`src/rtl/rs_pkg.sv`:
```
package rs_pkg;

    localparam int DEF_DATA_W = 64;
    localparam int DEF_TAG_W  = 4;

    typedef enum logic [1:0] {
        SLOT_FREE = 2'd0,
        SLOT_WAIT = 2'd1,
        SLOT_EXEC = 2'd2
    } slot_state_e;

    typedef enum logic {
        FU_ADD = 1'b0,
        FU_SUB = 1'b1
    } fu_op_e;

endpackage

```
`src/rtl/rs_entry.sv`:
```
module rs_entry
    import rs_pkg::*;
#(
    parameter int DATA_W = DEF_DATA_W,
    parameter int TAG_W  = DEF_TAG_W
) (
    input  logic              clk,
    input  logic              rst,
    input  logic              flush,
    input  logic              alloc,
    input  fu_op_e            alloc_op,
    input  logic [TAG_W-1:0]  alloc_qj,
    input  logic [DATA_W-1:0] alloc_vj,
    input  logic [TAG_W-1:0]  alloc_qk,
    input  logic [DATA_W-1:0] alloc_vk,
    input  logic              grant,
    input  logic              retire,
    input  logic              bc_valid,
    input  logic [TAG_W-1:0]  bc_tag,
    input  logic [DATA_W-1:0] bc_data,
    output logic              busy,
    output logic              ready,
    output fu_op_e            op,
    output logic [DATA_W-1:0] vj,
    output logic [DATA_W-1:0] vk
);

    typedef struct packed {
        logic [TAG_W-1:0]  q;
        logic [DATA_W-1:0] v;
    } opnd_t;

    slot_state_e st;
    opnd_t       sj, sk;
    opnd_t       base_j, base_k;
    opnd_t       nj, nk;

    function automatic opnd_t snoop(opnd_t o, logic hit_v,
                                    logic [TAG_W-1:0] t, logic [DATA_W-1:0] d);
        opnd_t r;
        r = o;
        if (hit_v && (o.q != '0) && (o.q == t)) begin
            r.q = '0;
            r.v = d;
        end
        return r;
    endfunction

    // Operand source: fresh issue data or held state, then bus capture.
    always_comb begin
        if (alloc) begin
            base_j.q = alloc_qj;
            base_j.v = alloc_vj;
            base_k.q = alloc_qk;
            base_k.v = alloc_vk;
        end else begin
            base_j = sj;
            base_k = sk;
        end
        nj = snoop(base_j, bc_valid, bc_tag, bc_data);
        nk = snoop(base_k, bc_valid, bc_tag, bc_data);
    end

    always_ff @(posedge clk) begin
        if (rst || flush) begin
            st <= SLOT_FREE;
            sj <= '0;
            sk <= '0;
            op <= FU_ADD;
        end else if (alloc) begin
            st <= SLOT_WAIT;
            op <= alloc_op;
            sj <= nj;
            sk <= nk;
        end else begin
            case (st)
                SLOT_WAIT: begin
                    sj <= nj;
                    sk <= nk;
                    if (grant) st <= SLOT_EXEC;
                end
                SLOT_EXEC: begin
                    if (retire) st <= SLOT_FREE;
                end
                default: ;
            endcase
        end
    end

    assign busy  = (st != SLOT_FREE);
    assign ready = (st == SLOT_WAIT) && (sj.q == '0) && (sk.q == '0);
    assign vj    = sj.v;
    assign vk    = sk.v;

    // the pool only allocates slots that are currently free
    p_alloc_free_r2: assert property (@(posedge clk) disable iff (rst)
        alloc |-> (st == SLOT_FREE));

    // a matching broadcast is taken into a waiting first source
    p_capture_j_r5: assert property (@(posedge clk) disable iff (rst)
        (st == SLOT_WAIT && !alloc && !flush && sj.q != '0 && bc_valid && bc_tag == sj.q)
        |=> (sj.q == '0 && sj.v == $past(bc_data)));

    // same for the second source
    p_capture_k_r5: assert property (@(posedge clk) disable iff (rst)
        (st == SLOT_WAIT && !alloc && !flush && sk.q != '0 && bc_valid && bc_tag == sk.q)
        |=> (sk.q == '0 && sk.v == $past(bc_data)));

    // dispatch only when both sources are present
    p_grant_ready_r4: assert property (@(posedge clk) disable iff (rst)
        grant |-> (sj.q == '0 && sk.q == '0));

endmodule

```
`src/rtl/rs_age_pick.sv`:
```
module rs_age_pick #(
    parameter int N = 4
) (
    input  logic         clk,
    input  logic         rst,
    input  logic [N-1:0] alloc_vec,
    input  logic [N-1:0] ready_vec,
    input  logic         fu_free,
    output logic [N-1:0] grant_vec
);

    // older[j][i] set means slot j was allocated before slot i.
    logic [N-1:0] older [N];
    logic [N-1:0] blocked;

    always_ff @(posedge clk) begin
        if (rst) begin
            for (int j = 0; j < N; j++) older[j] <= '0;
        end else begin
            for (int j = 0; j < N; j++) begin
                for (int k = 0; k < N; k++) begin
                    if (alloc_vec[k])      older[j][k] <= (j != k);
                    else if (alloc_vec[j]) older[j][k] <= 1'b0;
                end
            end
        end
    end

    always_comb begin
        for (int i = 0; i < N; i++) begin
            blocked[i] = 1'b0;
            for (int j = 0; j < N; j++) begin
                if (ready_vec[j] && older[j][i]) blocked[i] = 1'b1;
            end
            grant_vec[i] = fu_free && ready_vec[i] && !blocked[i];
        end
    end

    // at most one slot is handed to the unit per cycle
    p_one_grant_r11: assert property (@(posedge clk) disable iff (rst)
        $onehot0(grant_vec));

    // allocation reaches at most one slot per cycle
    p_alloc_single_r2: assert property (@(posedge clk) disable iff (rst)
        $onehot0(alloc_vec));

endmodule

```
`src/rtl/rs_fu.sv`:
```
module rs_fu
    import rs_pkg::*;
#(
    parameter int DATA_W = DEF_DATA_W,
    parameter int IDX_W  = 2,
    parameter int LAT    = 3
) (
    input  logic              clk,
    input  logic              rst,
    input  logic              flush,
    input  logic              start,
    input  logic [IDX_W-1:0]  start_idx,
    input  fu_op_e            start_op,
    input  logic [DATA_W-1:0] start_a,
    input  logic [DATA_W-1:0] start_b,
    output logic              done,
    output logic [IDX_W-1:0]  done_idx,
    output logic [DATA_W-1:0] result,
    output logic              free
);

    localparam int CNT_W = (LAT < 2) ? 1 : $clog2(LAT);

    logic              busy;
    logic [CNT_W-1:0]  cnt;
    fu_op_e            op_r;
    logic [DATA_W-1:0] a_r, b_r;

    always_ff @(posedge clk) begin
        if (rst || flush) begin
            busy     <= 1'b0;
            cnt      <= '0;
            op_r     <= FU_ADD;
            a_r      <= '0;
            b_r      <= '0;
            done_idx <= '0;
        end else if (start) begin
            busy     <= 1'b1;
            cnt      <= CNT_W'(LAT - 1);
            op_r     <= start_op;
            a_r      <= start_a;
            b_r      <= start_b;
            done_idx <= start_idx;
        end else if (done) begin
            busy <= 1'b0;
        end else if (busy) begin
            cnt <= cnt - 1'b1;
        end
    end

    assign done   = busy && (cnt == '0);
    assign free   = !busy || done;
    assign result = (op_r == FU_SUB) ? (a_r - b_r) : (a_r + b_r);

    // the selector never starts work on an occupied unit
    p_no_overlap_r11: assert property (@(posedge clk) disable iff (rst)
        start |-> (!busy || done));

    generate
        if (LAT > 1) begin : g_multi
            // a result is shown for a single cycle
            p_single_done_r8: assert property (@(posedge clk) disable iff (rst)
                done |=> !done);
        end
    endgenerate

endmodule

```
`src/rtl/rs_pool.sv`:
```
module rs_pool
    import rs_pkg::*;
#(
    parameter int N        = 4,
    parameter int DATA_W   = DEF_DATA_W,
    parameter int TAG_W    = DEF_TAG_W,
    parameter int BASE_TAG = 1,
    parameter int LAT      = 3
) (
    input  logic              clk,
    input  logic              rst,
    input  logic              flush,
    input  logic              iss_valid,
    input  logic              iss_op,
    input  logic [TAG_W-1:0]  iss_qj,
    input  logic [DATA_W-1:0] iss_vj,
    input  logic [TAG_W-1:0]  iss_qk,
    input  logic [DATA_W-1:0] iss_vk,
    output logic              iss_ready,
    output logic [TAG_W-1:0]  iss_tag,
    input  logic              bc_valid,
    input  logic [TAG_W-1:0]  bc_tag,
    input  logic [DATA_W-1:0] bc_data,
    output logic              res_valid,
    output logic [TAG_W-1:0]  res_tag,
    output logic [DATA_W-1:0] res_data
);

    localparam int IDX_W = (N < 2) ? 1 : $clog2(N);

    logic [N-1:0]      busy_vec, ready_vec, alloc_vec, grant_vec, retire_vec;
    fu_op_e            ent_op [N];
    logic [DATA_W-1:0] ent_vj [N];
    logic [DATA_W-1:0] ent_vk [N];

    logic              any_free;
    logic [IDX_W-1:0]  free_idx;
    logic [IDX_W-1:0]  g_idx;
    fu_op_e            g_op;
    logic [DATA_W-1:0] g_vj, g_vk;
    logic              fu_free, fu_done;
    logic [IDX_W-1:0]  fu_idx;

    // Lowest-numbered free slot receives the next issue.
    always_comb begin
        any_free = 1'b0;
        free_idx = '0;
        for (int i = N - 1; i >= 0; i--) begin
            if (!busy_vec[i]) begin
                any_free = 1'b1;
                free_idx = IDX_W'(i);
            end
        end
    end

    assign iss_ready = any_free;
    assign iss_tag   = TAG_W'(BASE_TAG) + TAG_W'(free_idx);

    generate
        for (genvar i = 0; i < N; i++) begin : g_slot
            assign alloc_vec[i]  = iss_valid && any_free && !flush && (free_idx == IDX_W'(i));
            assign retire_vec[i] = fu_done && (fu_idx == IDX_W'(i));

            rs_entry #(
                .DATA_W (DATA_W),
                .TAG_W  (TAG_W)
            ) u_entry (
                .clk      (clk),
                .rst      (rst),
                .flush    (flush),
                .alloc    (alloc_vec[i]),
                .alloc_op (fu_op_e'(iss_op)),
                .alloc_qj (iss_qj),
                .alloc_vj (iss_vj),
                .alloc_qk (iss_qk),
                .alloc_vk (iss_vk),
                .grant    (grant_vec[i]),
                .retire   (retire_vec[i]),
                .bc_valid (bc_valid),
                .bc_tag   (bc_tag),
                .bc_data  (bc_data),
                .busy     (busy_vec[i]),
                .ready    (ready_vec[i]),
                .op       (ent_op[i]),
                .vj       (ent_vj[i]),
                .vk       (ent_vk[i])
            );
        end
    endgenerate

    rs_age_pick #(
        .N (N)
    ) u_pick (
        .clk       (clk),
        .rst       (rst),
        .alloc_vec (alloc_vec),
        .ready_vec (ready_vec),
        .fu_free   (fu_free),
        .grant_vec (grant_vec)
    );

    always_comb begin
        g_idx = '0;
        g_op  = FU_ADD;
        g_vj  = '0;
        g_vk  = '0;
        for (int i = 0; i < N; i++) begin
            if (grant_vec[i]) begin
                g_idx = IDX_W'(i);
                g_op  = ent_op[i];
                g_vj  = ent_vj[i];
                g_vk  = ent_vk[i];
            end
        end
    end

    rs_fu #(
        .DATA_W (DATA_W),
        .IDX_W  (IDX_W),
        .LAT    (LAT)
    ) u_fu (
        .clk       (clk),
        .rst       (rst),
        .flush     (flush),
        .start     (|grant_vec),
        .start_idx (g_idx),
        .start_op  (g_op),
        .start_a   (g_vj),
        .start_b   (g_vk),
        .done      (fu_done),
        .done_idx  (fu_idx),
        .result    (res_data),
        .free      (fu_free)
    );

    assign res_valid = fu_done;
    assign res_tag   = TAG_W'(BASE_TAG) + TAG_W'(fu_idx);

    // flush leaves every slot free and no result pending
    p_flush_clears_r10: assert property (@(posedge clk) disable iff (rst)
        flush |=> (iss_ready && !res_valid));

    // a full pool with no completing result stays full
    p_full_stall_r3: assert property (@(posedge clk) disable iff (rst)
        (!iss_ready && !res_valid && !flush) |=> !iss_ready);

    // a valid broadcast never carries the reserved tag 0
    p_bc_tag_nonzero_r5: assert property (@(posedge clk) disable iff (rst)
        bc_valid |-> (bc_tag != '0));

endmodule

```
`config.mk`:
```
export PLATFORM = sky130hd
export DESIGN_NAME = rs_pool
export DESIGN_NICKNAME = d
export VERILOG_FILES = /design/src/rtl/rs_pkg.sv /design/src/rtl/rs_entry.sv /design/src/rtl/rs_age_pick.sv /design/src/rtl/rs_fu.sv /design/src/rtl/rs_pool.sv
export SDC_FILE = /design/constraint.sdc
export NUM_CORES = 2
export LEC_CHECK = 0
export ABC_AREA = 1
export ABC_CLOCK_PERIOD_IN_PS = 6000
export BUFFER_PORTS_ARGS = -buffer_cell sky130_fd_sc_hd__buf_2
export CAP_MARGIN = 20
export CORE_AREA = 2 2 363 365
export CTS_BUF_LIST = sky130_fd_sc_hd__clkbuf_4
export CTS_CLUSTER_DIAMETER = 60
export DETAILED_ROUTE_END_ITERATION = 8
export DIE_AREA = 0 0 365 367
export PLACE_DENSITY = 0.53
export RECOVER_POWER = 25
export SKIP_CTS_REPAIR_TIMING = 1
export SYNTH_ARGS = -nofsm -noshare
export SYNTH_HDL_FRONTEND = slang
export SYNTH_SLANG_ARGS = --single-unit
```
`constraint.sdc`:
```
create_clock -name clk -period 6 [get_ports clk]
set_input_delay 0.6 -clock clk [delete_from_list [all_inputs] [get_ports clk]]
set_output_delay 0.6 -clock clk [all_outputs]
set_load 0.05 [all_outputs]
```
Word level (Yosys, flattened, before mapping). Memory sizes are Yosys's and may differ from the RTL's. Index checks and enable logic that the tools add are counted. Widths: inputs -> output; s select.

Bits in registers: 690. RAM bits: 16. Memories kept: 1.

$add $sub $neg: 5. Equality and inequality tests: 39. Muxes and demuxes: 171. Bitwise logic cells: 29. Reductions and logical operators: 120.

Memory list: u_pick.older (words 4, bits a word 4, rd ports 4, clocked after Yosys merged registers in 0, write ports 4, RTL line rs_age_pick.sv:13) `logic [N-1:0] older [N];`.

Operators by type and width (count): $mux 68 (32); $mux 64 (9); $mux 1 (109); $add 64x64->64 (1); $sub 64x64->64 (1); $logic_and 1x1->1 (59); $mux 2 (17); $eq 4x4->1 (8); $logic_not 4->1 (8); $reduce_bool 4->1 (8); $or 1x1->1 (28); $reduce_bool 2->1 (14); $ne 3x1->1 const B (8); $reduce_and 3->1 (8); $ne 2x1->1 const B (9); $eq 2x2->1 const B (8); $pmux 2 s2 (4); $eq 2x1->1 const B (6); $reduce_bool 3->1 (4); $reduce_or 2->1 (4); $add 1x2->3 const A (2); $logic_not 1->1 (6); $logic_not 2->1 (3); $reduce_or 5->1 (1); other kinds (5) (7).

Logic depth before layout (Yosys ltp).
Depth in word-level cells: 15. Gate-level depth with buffers: 23.

Modules after synthesis. A second synthesis with hierarchy kept.

Cell total of the unflattened synthesis: 11164. Area, all modules: 60968.5 µm².

Modules (own cells, without submodules): rs_entry (instances 4, cells an instance 1829, area each 10259.8 µm², sequential area each 2782.7 µm²); rs_fu (instances 1, cells an instance 2320, area each 12595.8 µm², sequential area each 2682.6 µm²); rs_pool (instances 1, cells an instance 1452, area each 6726.5 µm², sequential area each 0.0 µm²); rs_age_pick (instances 1, cells an instance 76, area each 606.8 µm², sequential area each 360.3 µm²).

Worst setup path after synthesis. Ideal clock, no wire load.

Path type: register to output. Start point: register u_fu.b_r[2]. End point: output port res_data[34]. Arrival: 3.663 ns. Required time: 5.400 ns. Path slack: 1.737 ns. Cell stages (with the launch flop): 21. Buffers on the path: 0. Cells stage by stage: dfxtp_1 > inv_2 > nand3_1 > nor3_1 > nand3_1 > nor2_1 > nand2_1 > o21ai_1 > o21ai_0 > xor2_1 > inv_1 > ha_1 > nand2_1 > nor2_1 > inv_1 > nor2_1 > inv_1 > nor3_1 > nand3_1 > nand3_1 > xor2_1.

Cells in the longest elaborated chain, start to end: 2. Elaborated cells between the ends (all ways): 3.

RTL lines: from (decl) (RTL line rs_fu.sv:27) `logic [DATA_W-1:0] a_r, b_r;`; from (signal assigned) (RTL line rs_fu.sv:42) `b_r <= start_b;`; $add 64x64->64 / $sub 64x64->64 (equally long branches) (RTL line rs_fu.sv:53) `assign result = (op_r == FU_SUB) ? (a_r - b_r) : (a_r + b_r);`; $mux 64 (*) (RTL line rs_fu.sv:53); to (decl) (RTL line rs_pool.sv:26) `output logic [DATA_W-1:0] res_data`.

Mark *: on every way between the ends. The rest lies on a longest branch, timed or not.

Final worst setup path.
Start point: register u_fu.b_r[43]. End point: output port res_data[52].

Same word-level chain as after synthesis.

==> impl_metrics.csv <==
group,metric,value,unit
timing,skew,0.0994,ns
worst_setup_path,path_max_fanout,4,
routing,finalWirelength,269,mm
power_and_ir_drop,power_leakage,32.5,nW
global_routing,grt_overflow,0,
timing,maxSlewViolCount,123,
timing,hold_ws,-0.0732,ns
floorplanning,io_pins,284,
logic_synthesis,yosysWarningCount,0,
logic_synthesis,yosys.area.top_type,"dfxtp_1",
timing,min_period,5.89,ns
routing,vias_per_cell,5.41,
clock_network,cts_tree,"done",
min_path,min-delay-start,"iss_vk[1]",
worst_setup_path,crit_chain,"inv_1 > nand4_1 > nand3b_1 > nor3b_2 > nand3_2 > xor2_1 > nand2_1 > o21ai_0 > ha_2 > buf_4 > inv_1 > o21bai_1 > a21oi_2 > o21ai_1 > a21oi_1 > nand4_1 > nand2_1 > buf_2",
routing,drt-initial-drc-count,6654,
routing,num_vias,63000,
timing,fmax,0.170,GHz
logic_synthesis,syn_area,0.0529,mm²
worst_setup_path,worstSetupStartpoint,"u_fu.b_r[43]",
logic_synthesis,async_reset_ff_frac,0,
outcome,outcome,"finished, violations left",
clock_network,clock-root-buffer,"clkbuf_4",
routing,routedWlPerCell,23.1,µm
floorplanning,core,0.130,mm²
timing,rsz0062_at_grt,"yes",
logic_synthesis,synthMuxAreaShare,0,
worst_setup_path,critPathArrivalTime,5.29,ns
global_routing,first_global_vias,57200,
logic_synthesis,synth_edf_count,12,
worst_setup_path,start_kind,"register",
placement,hpwl,175,mm
floorplanning,die_w,365,µm
worst_setup_path,cp_slowest_cell,"ha_2",
cells_and_area,final_nets,10000,
worst_setup_path,required,5.40,ns
floorplanning,die-area,0.134,mm²
floorplanning,initial_core_util,0.406,
placement,port_buffers,281,
min_path,hold_path_class,"in2reg",
logic_synthesis,synth-compound-area-share,0.0546,
global_routing,grt_max_degree,165,
logic_synthesis,seq_area_frac_synth,0.268,
floorplanning,die_h,367,µm
flow_run,cap_violations,2,
timing,relSlewSlack,-0.734,
routing,ant_nets,0,
floorplanning,rows,133,
timing,setup_violations,0,
power_and_ir_drop,cellPowerDensity,229,mW/mm²
routing,drcViolationCount,0,
worst_setup_path,cp-end-kind,"output pin",
cells_and_area,syn_to_final_growth,14.2,%
logic_synthesis,synthSimpleGateAreaFrac,0.500,
timing,final_hold_viol_count,23,
worst_setup_path,timing.rr.start,"g_slot[3].u_entry.st[0]",
logic_synthesis,synth_area_leaders,"dfxtp_1, nand2_1, nor2_1",
logic_synthesis,synth_xor_area_frac,0.0166,
cells_and_area,fin_util,0.463,
logic_synthesis,avgSynthCellArea,5.54,µm²
logic_synthesis,ys_types,46,
timing,post-route-period-util,0.982,
clock_network,clockBufferDepth,3,
clock_network,clkSlewWorstSetupHoldPaths,0.06,ns
cells_and_area,drive_above_1_share,0.0951,
logic_synthesis,syn_inst,9552,
timing,max_slew.worst_pin.slew,2.60,ns
logic_synthesis,synthAdderAreaFrac,0.0205,
logic_synthesis,synthFlopType,"dfxtp_1",
global_routing,grt_usage,0.387,
routing,drt_first_pass_iters,8,
logic_synthesis,yosysTopAreaCellShare,0.261,
clock_network,clk_latency,1.28,ns
clock_network,cts-htree-levels,4,
worst_setup_path,slowest_delay,0.41,ns
logic_synthesis,ys_seq_elements,702,
power_and_ir_drop,vdd_drop_max,0.191,mV
clock_network,cts_buffers,213,
global_routing,antenna_found_initial,6,
placement,place.gp.congestion,1.03,
worst_setup_path,critPathKind,"reg2out",
logic_synthesis,synth_top_family_by_area,"simple AND/OR/NAND/NOR gates",
global_routing,grt_pass1_wl,388,mm
clock_network,cts.sinks,702,
outcome,violations,"hold timing, capacitance limit, slew limit",
## cell usage after synthesis, types with 53 or more instances
library cell / number
ha_1: 85
dfxtp_1: 690
buf_2: 303
nand3_1: 1074
nor2_1: 2148
xor2_1: 83
nand2_1: 2701
a21oi_1: 231
clkbuf_1: 249
nand4_1: 313
o21ai_0: 258
buf_4: 53
inv_1: 1059
## logic make-up after synthesis
group / Yosys count
other: 1
flip-flops: 702
AND/OR/NAND/NOR: 6356
adder cells (fa/ha/maj): 86
XOR/XNOR: 100
AO/OA/AOI/OAI: 551
buffers and inverters: 1756
## critical path, delay by kind of cell, from the launching register on
kind / cells / cell delay (ns)
compound gates: 5 / 0.97
xor+xnor: 1 / 0.18
fa+ha+maj: 1 / 0.41
buf+inv: 4 / 0.85
flops: 1 / 0.37
simple gates: 7 / 1.29
## final timing paths
path / endpoint / slack (ns) / cells past startpoint
max reg2reg: g_slot[3].u_entry.vk[30] / 0.27 / 14
min reg2reg: g_slot[2].u_entry.op / 0.45 / 2
min: g_slot[2].u_entry.vk[1] / -0.07 / 7
max: res_data[52] / 0.11 / 18
## report_power, final
part	internal, mW	switching (mW)
sequential	4.73	0.0471
clock	2.36	2.45
combinational	1.09	3.13
## per-layer routing
layer / GRT usage / part of all wire / up-vias
met2: 0.595 / 0.44 / 3250
met4: 0.191 / 0.053 / 2
li1: - / - / 30100
met3: 0.0787 / 0.095 / 580
met1: 0.512 / 0.42 / 29100
met5: 0 / 0.000041 / -
## state kept, by name (all words and copies together), names as in the netlist
name,cells
g_slot.u_entry.vj,256
g_slot.u_entry.vk,256
u_fu.a_r,64
u_fu.b_r,64
g_slot.u_entry.sj,16
g_slot.u_entry.sk,16
u_pick.older,12
g_slot.u_entry.st,8
g_slot.u_entry.op,4
u_fu.cnt,2
u_fu.done_idx,2
u_fu.busy,1
u_fu.op_r,1
## area by class of cell
| type | instances | area, µm² |
|---|---|---|
| Timing Repair Buffer | 670 | 5280 |
| Fill cell | 14600 | 70000 |
| Inverter | 1070 | 4030 |
| Multi-Input combinational cell | 7095 | 32100 |
| Tap cell | 1755 | 2200 |
| Antenna cell | 11 | 27.5 |
| Clock inverter | 56 | 337 |
| Clock buffer | 298 | 2240 |
| Sequential cell | 702 | 14200 |
## layout by cell type (no fill, tap or decap), types with 9 or more instances in the layout
cell / Yosys / routed
o21bai_1: 14 / 12
clkbuf_1: 249 / 11
nand3_4: 4 / 10
nand4_2: 11 / 9
a21oi_1: 231 / 219
nor2_2: 15 / 28
nor2_4: 2 / 24
inv_1: 1059 / 1050
xor2_2: 0 / 10
ha_2: 0 / 12
dfxtp_1: 690 / 684
buf_2: 303 / 249
nor3_1: 34 / 25
xor2_1: 83 / 72
buf_6: 38 / 12
clkinv_1: 3 / 43
o21ai_0: 258 / 240
xnor2_1: 17 / 14
a21oi_2: 0 / 10
buf_12: 0 / 20
a21o_1: 9 / 9
edfxtp_1: 12 / 12
buf_4: 53 / 122
nand2_2: 10 / 23
o21ai_1: 6 / 19
clkbuf_4: 0 / 301
diode_2: 0 / 11
dlygate4sd3_1: 0 / 251
nand3_1: 1074 / 1069
nand2_1: 2701 / 2685
ha_1: 85 / 65
nand3_2: 13 / 12
nand4_1: 313 / 313
inv_2: 8 / 15
nor2_1: 2148 / 2113
## through the flow
step | total power, mW | area (µm²) | worst slack, ns | setup TNS (ns) | instances
2_1_floorplan | 7.27 | 52900 | 1.74 | 0 | 9553
3_3_place_gp | 8.66 | 54500 | 0.544 | 0 | 11000
3_5_place_dp | 8.63 | 54500 | 0.562 | 0 | 11000
4_1_cts | 13.4 | 57100 | -0.762 | -14.49 | 11400
5_1_grt | 14.4 | 60400 | -0.0821 | -1.02 | 11700
6_report | 13.8 | 60400 | 0.106 | 0 | 11700
Power figures use the tool's default switching activity.
